`src/rtl/usb_irq_pkg.sv`:
```
package usb_irq_pkg;
    localparam int REG_W  = 8;
    localparam int ADDR_W = 3;

    typedef enum logic [ADDR_W-1:0] {
        A_FE_STAT = 3'd0,
        A_FE_EN   = 3'd1,
        A_FE_MASK = 3'd2,
        A_FE_ACK  = 3'd3,
        A_SR_STAT = 3'd4,
        A_SR_EN   = 3'd5,
        A_SR_MASK = 3'd6,
        A_INT0    = 3'd7
    } reg_addr_e;

    typedef enum logic {
        CLR_ACK, // write one to a separate acknowledge register
        CLR_WR0  // write zero to the flag itself
    } clr_mode_e;

    typedef struct packed {
        logic [REG_W-1:0] flag;
        logic [REG_W-1:0] en;
        logic [REG_W-1:0] mask;
    } grp_regs_t;

    localparam logic [REG_W-1:0] FE_VALID = 8'hCF;
    localparam logic [REG_W-1:0] SR_VALID = 8'h07;
endpackage

```
`src/rtl/usb_irq_group.sv`:
```
module usb_irq_group
    import usb_irq_pkg::*;
#(
    parameter logic [REG_W-1:0] VALID = '1,
    parameter clr_mode_e        MODE  = CLR_ACK
) (
    input  logic             clk,
    input  logic             rst_n,
    input  logic [REG_W-1:0] evt,
    input  logic             wr_en,
    input  logic [REG_W-1:0] wr_data,
    input  logic             sel_stat,
    input  logic             sel_en,
    input  logic             sel_mask,
    input  logic             sel_ack,
    output logic [REG_W-1:0] stat,
    output logic [REG_W-1:0] en,
    output logic [REG_W-1:0] mask,
    output logic             req
);
    localparam logic [REG_W-1:0] USE_ACK = {REG_W{MODE == CLR_ACK}};

    grp_regs_t        q, d;
    logic [REG_W-1:0] clr_ack, clr_wr0, clr;

    // Both clearing paths exist; the parameter keeps only one of them.
    assign clr_ack = (wr_en && sel_ack)  ? wr_data  : '0;
    assign clr_wr0 = (wr_en && sel_stat) ? ~wr_data : '0;
    assign clr     = (clr_ack & USE_ACK) | (clr_wr0 & ~USE_ACK);

    always_comb begin
        d = q;
        // An event in the same cycle as a clear wins.
        d.flag = ((q.flag & ~clr) | evt) & VALID;
        if (wr_en && sel_en)   d.en   = wr_data & VALID;
        if (wr_en && sel_mask) d.mask = wr_data & VALID;
    end

    always_ff @(posedge clk or negedge rst_n) begin
        if (!rst_n) q <= '0;
        else        q <= d;
    end

    assign stat = q.flag;
    assign en   = q.en;
    assign mask = q.mask;
    assign req  = |(q.flag & q.en & ~q.mask);

    AST_EVT_SETS: assert property (@(posedge clk) disable iff (!rst_n)
        (|(evt & VALID)) |=> ((q.flag & $past(evt & VALID)) == $past(evt & VALID)));

    generate
        if (MODE == CLR_ACK) begin : g_ack
            AST_ACK_CLEARS: assert property (@(posedge clk) disable iff (!rst_n)
                (wr_en && sel_ack) |=> ((q.flag & $past(wr_data & ~evt)) == '0));
        end else begin : g_wr0
            AST_WR0_CLEARS: assert property (@(posedge clk) disable iff (!rst_n)
                (wr_en && sel_stat) |=> ((q.flag & ~$past(wr_data) & ~$past(evt)) == '0));
        end
    endgenerate
endmodule

```
`src/rtl/usb_int0_flag.sv`:
```
module usb_int0_flag (
    input  logic clk,
    input  logic rst_n,
    input  logic req,
    input  logic taken,
    input  logic wr_clr,
    output logic flag
);
    logic flag_d, flag_q;

    always_comb begin
        flag_d = flag_q;
        if (taken || wr_clr) flag_d = 1'b0;
        if (req)             flag_d = 1'b1; // a set beats a clear
    end

    always_ff @(posedge clk or negedge rst_n) begin
        if (!rst_n) flag_q <= 1'b0;
        else        flag_q <= flag_d;
    end

    assign flag = flag_q;

    AST_INT0_SETS: assert property (@(posedge clk) disable iff (!rst_n)
        req |=> flag);
    AST_INT0_CLEARS: assert property (@(posedge clk) disable iff (!rst_n)
        ((taken || wr_clr) && !req) |=> !flag);
endmodule

```
`src/rtl/usb_irq_agg.sv`:
```
module usb_irq_agg
    import usb_irq_pkg::*;
(
    input  logic             clk,
    input  logic             rst_n,
    input  logic [REG_W-1:0] fe_evt,
    input  logic [2:0]       sr_evt,
    input  logic             int0_taken,
    input  logic [ADDR_W-1:0] reg_addr,
    input  logic             reg_wr,
    input  logic [REG_W-1:0] reg_wdata,
    output logic [REG_W-1:0] reg_rdata,
    output logic             hw_irq,
    output logic             susp_irq,
    output logic             int0_flag
);
    reg_addr_e        addr;
    logic [REG_W-1:0] fe_stat, fe_en, fe_mask;
    logic [REG_W-1:0] sr_stat, sr_en, sr_mask;
    logic [REG_W-1:0] sr_evt_w;
    logic             int0_wr_clr;

    assign addr     = reg_addr_e'(reg_addr);
    assign sr_evt_w = {{(REG_W-3){1'b0}}, sr_evt};

    usb_irq_group #(.VALID(FE_VALID), .MODE(CLR_ACK)) u_fe (
        .clk      (clk),
        .rst_n    (rst_n),
        .evt      (fe_evt),
        .wr_en    (reg_wr),
        .wr_data  (reg_wdata),
        .sel_stat (addr == A_FE_STAT),
        .sel_en   (addr == A_FE_EN),
        .sel_mask (addr == A_FE_MASK),
        .sel_ack  (addr == A_FE_ACK),
        .stat     (fe_stat),
        .en       (fe_en),
        .mask     (fe_mask),
        .req      (hw_irq)
    );

    usb_irq_group #(.VALID(SR_VALID), .MODE(CLR_WR0)) u_sr (
        .clk      (clk),
        .rst_n    (rst_n),
        .evt      (sr_evt_w),
        .wr_en    (reg_wr),
        .wr_data  (reg_wdata),
        .sel_stat (addr == A_SR_STAT),
        .sel_en   (addr == A_SR_EN),
        .sel_mask (addr == A_SR_MASK),
        .sel_ack  (1'b0),
        .stat     (sr_stat),
        .en       (sr_en),
        .mask     (sr_mask),
        .req      (susp_irq)
    );

    assign int0_wr_clr = reg_wr && (addr == A_INT0) && reg_wdata[0];

    usb_int0_flag u_int0 (
        .clk    (clk),
        .rst_n  (rst_n),
        .req    (susp_irq),
        .taken  (int0_taken),
        .wr_clr (int0_wr_clr),
        .flag   (int0_flag)
    );

    always_comb begin
        unique case (addr)
            A_FE_STAT: reg_rdata = fe_stat;
            A_FE_EN:   reg_rdata = fe_en;
            A_FE_MASK: reg_rdata = fe_mask;
            A_FE_ACK:  reg_rdata = '0;
            A_SR_STAT: reg_rdata = sr_stat;
            A_SR_EN:   reg_rdata = sr_en;
            A_SR_MASK: reg_rdata = sr_mask;
            A_INT0:    reg_rdata = {{(REG_W-1){1'b0}}, int0_flag};
            default:   reg_rdata = '0;
        endcase
    end

    AST_HW_IRQ_NEEDS_FLAG: assert property (@(posedge clk) disable iff (!rst_n)
        hw_irq |-> (fe_stat != '0));
    AST_SUSP_IRQ_NEEDS_EN: assert property (@(posedge clk) disable iff (!rst_n)
        susp_irq |-> ((sr_stat & sr_en) != '0));
endmodule

```
`config.mk`:
```
export PLATFORM = sky130hd
export DESIGN_NAME = usb_irq_agg
export DESIGN_NICKNAME = d
export VERILOG_FILES = /design/src/rtl/usb_irq_pkg.sv /design/src/rtl/usb_irq_group.sv /design/src/rtl/usb_int0_flag.sv /design/src/rtl/usb_irq_agg.sv
export SDC_FILE = /design/constraint.sdc
export NUM_CORES = 1
export LEC_CHECK = 0
export ABC_AREA = 1
export BUFFER_PORTS_ARGS = -buffer_cell sky130_fd_sc_hd__buf_2
export CAP_MARGIN = 30
export CORE_ASPECT_RATIO = 1.5
export CORE_UTILIZATION = 54
export CTS_CLUSTER_DIAMETER = 80
export DETAILED_ROUTE_END_ITERATION = 10
export GPL_ROUTABILITY_DRIVEN = 0
export MAX_ROUTING_LAYER = met4
export PLACE_DENSITY_LB_ADDON = 0.15
export SETUP_SLACK_MARGIN = 0.5
export SYNTH_ARGS = -nofsm -noshare
export SYNTH_HDL_FRONTEND = slang
export SYNTH_SLANG_ARGS = --single-unit
```
`constraint.sdc`:
```
create_clock -name clk -period 1.5 [get_ports clk]
set_clock_uncertainty 0.05 [all_clocks]
set_input_delay 0.225 -clock clk [delete_from_list [all_inputs] [get_ports clk]]
set_output_delay 0.225 -clock clk [all_outputs]
set_load 0.02 [all_outputs]
```
==> out/results.ini <==
[timing]
rsz0062_at_grt = true
setup_tns_ns = 0
finalSetupViolCount = 0
period_share = 0.9987
min_period_ns = 1.498
worst_pin_slew_ns = 0.6264
worst_hold_slack_ns = -0.1015
finalHoldViolations = 28
slew_headroom = 0.5824
max_freq_mhz = 667.5
slew_violations = 0

[final_layout]
fin_util = 0.7761
n_antenna_cell = 0
nNetsFinal = 271
regArea_um2 = 701.9
final_cell_area_um2 = 2077
n_fill_cell = 210
multi_input_area_um2 = 807.0
layout-drive-gt1-share = 0.3975
syn2layout_area_growth_pct = 35.29

[floorplanning]
die_y_um = 67.31
rows = 23
start_util = 0.5736
die_area_um2 = 3065
coreArea_um2 = 2676
die_x_um = 45.54
num_io_pins = 37

[route]
drc = 0
drtAntennaViolNets = 0
drtIter0Drc = 63
avgRoutedWirePerCell_um = 14.39
dr.pass1.iters = 4
vias = 1486
vias_per_cell = 5.288
wl_mm = 4.044

[clocking]
clockBufferDepth = 2
clk_latency_ns = 0.28
cts.sinks = 28
htreeDepth = 1
root_buffer = clkbuf_8
cts_tree = done
clkTransAtPathRegs_ns = 0.09
cts_buffers = 3

[critical_path]
crit_path_max_fanout = 2
cp_top_family = flip-flops
cpPeakStageDelay_ns = 0.41
r2r_cells = 5
crit_cells = 5
endpoint_kind = output port
critPathBufInv = 1
required_ns = 1.22
arrival_ns = 1.22
cp_cell_sequence = nand4_1, nand2_2, nor2_4, nand3_2, buf_6
worstSetupPathType = reg -> out
worst_setup_path_start_kind = flip-flop
slowest_stage = dfrtp_1

[grt]
grt_busiest_layer = met2
overflow = 0
use_met1 = 0.3131
grt_usage = 0.2917
grt_pass1_wl_mm = 6.299
antenna_found_initial = 0
grt_pass1_vias = 1475
grtUsageMet2 = 0.5036
gr-usage-met3 = 0.03209
grt_start_max_net_pins = 29

[synthesis]
synth_edf_count = 0
netlist_instances = 202
synth.avg_cell_area_um2 = 7.600
ys_async_sr_fraction = 1.000
synth_ff_type = dfrtp_1
synth_top_cell_by_area = dfrtp_1
yosysWarnings = 0
synth_top_area_frac = 0.4564
netlist_top_cells_count = 64 x nand2_1, 28 x dfrtp_1, 26 x inv_1, 21 x nand3_1, 13 x nor2_1
syn_area_um2 = 1535
synthDistinctLibCells = 22
synth-seq-cells = 28
yosysMostFrequentCell = nand2_1
ys_seq_area_frac = 0.4564
synth_area_leaders = dfrtp_1 46%, nand2_1 16%, nand3_1 6.8%

[status]
status = complete, but fails checks
violations = negative hold slack

[pwr]
power_mw = 2.145
vdd_drop_max_mv = 0.8403
p_leak_nw = 1.073
power_density_nw_per_um2 = 1033

[placement]
dpl_cell_area_um2 = 1760
numPortBuffers = 30
dp_hpwl_mm = 2.645

[run]
maxCapViolCount = 0

[worst_hold_path]
hp-class = in -> async

==> cells by family after synthesis <==
kind of cell,share of synthesized area
and+or+nand+nor,0.3268
other,0.002443
DFF,0.4564
AOI/OAI and AO/OA,0.1060
buffers and inverters,0.1084
==> power breakdown <==
group,switching (mW),total (mW),internal [mW]
clock network,0.242,0.478,0.236
registers,0.0922,0.953,0.860
logic,0.372,0.715,0.343
==> metal layers <==
layer  wire length [um]  up-vias
li1                   -      722
met1               1547      710
met2               2298       44
met3                107       10
met4                 89        0
met5                  0        -
==> per-stage QoR <==
| stage | setup slack [ns] | hold WS (ns) | std cells |
|---|---|---|---|
| floorplan | 0.3664 | -0.1206 | 203 |
| global placement | 0.08387 | 0.2189 | 265 |
| detailed placement | 0.05715 | 0.2322 | 265 |
| CTS | 0.002959 | -0.07877 | 275 |
| global route | -0.06790 | -0.04640 | 281 |
| finish | 0.001948 | -0.1015 | 281 |
==> registers in the layout (all words and copies together) (netlist names) <==
register	count
u_fe.en	6
u_fe.stat	6
u_int0.flag	1
u_sr.stat	3
u_sr.en	3
u_fe.mask	6
u_sr.mask	3
==> area by class of cell <==
cell class              instances  area share
repair buffers                 44      0.1729
flip-flops and latches         28      0.3380
inverters                      28     0.05181
multi-input cells             140      0.3886
clock buffers                   4     0.02651
well taps                      37     0.02229
==> worst paths after layout <==
kind                                          startpoint                  endpoint  slack (ns)
worst max-delay path              u_sr.en[1]$_DFFE_PN0P_              reg_rdata[1]       0.002
max in group asynchronous                          rst_n   u_int0.flag$_DFFE_PN0P_        1.05
worst min-delay path                               rst_n    u_sr.stat[1]$_DFF_PN0_       -0.10
min in group clk                               fe_evt[3]    u_fe.stat[3]$_DFF_PN0_        0.07
worst max register to register    u_sr.en[1]$_DFFE_PN0P_   u_int0.flag$_DFFE_PN0P_        0.38
worst min register to register  u_sr.mask[2]$_DFFE_PN0P_  u_sr.mask[2]$_DFFE_PN0P_        0.47
==> cells in the final DEF (no fill, tap or decap) <==
| master | count |
|---|---|
| clkbuf_8 | 4 |
| inv_1 | 26 |
| buf_6 | 17 |
| inv_2 | 1 |
| buf_2 | 19 |
| nand3_1 | 9 |
| nand2_1 | 52 |
| a21o_1 | 1 |
| inv_4 | 1 |
| conb_1 | 2 |
| buf_12 | 1 |
| dfrtp_2 | 1 |
| nand3b_1 | 1 |
| nor2_1 | 6 |
| nand2_4 | 1 |
| o21ai_1 | 9 |
| nand3_2 | 12 |
| nor2_4 | 5 |
| nor3_4 | 1 |
| nand2_2 | 13 |
| nand4_1 | 5 |
| nor2_2 | 6 |
| o21ai_0 | 9 |
| buf_4 | 7 |
| dfrtp_1 | 27 |
| o21ai_2 | 6 |
| o22ai_2 | 2 |
==> what timing repair did <==
| action | CTS | global route |
|---|---|---|
| setup buffers | 6 | 6 |
| gates resized for setup | 28 | 25 |
| pin swaps | 11 | 17 |
| endpoints found under the hold margin | 28 | 28 |
| setup endpoints to repair | 18 | 19 |
Power figures use the tool's default switching activity.
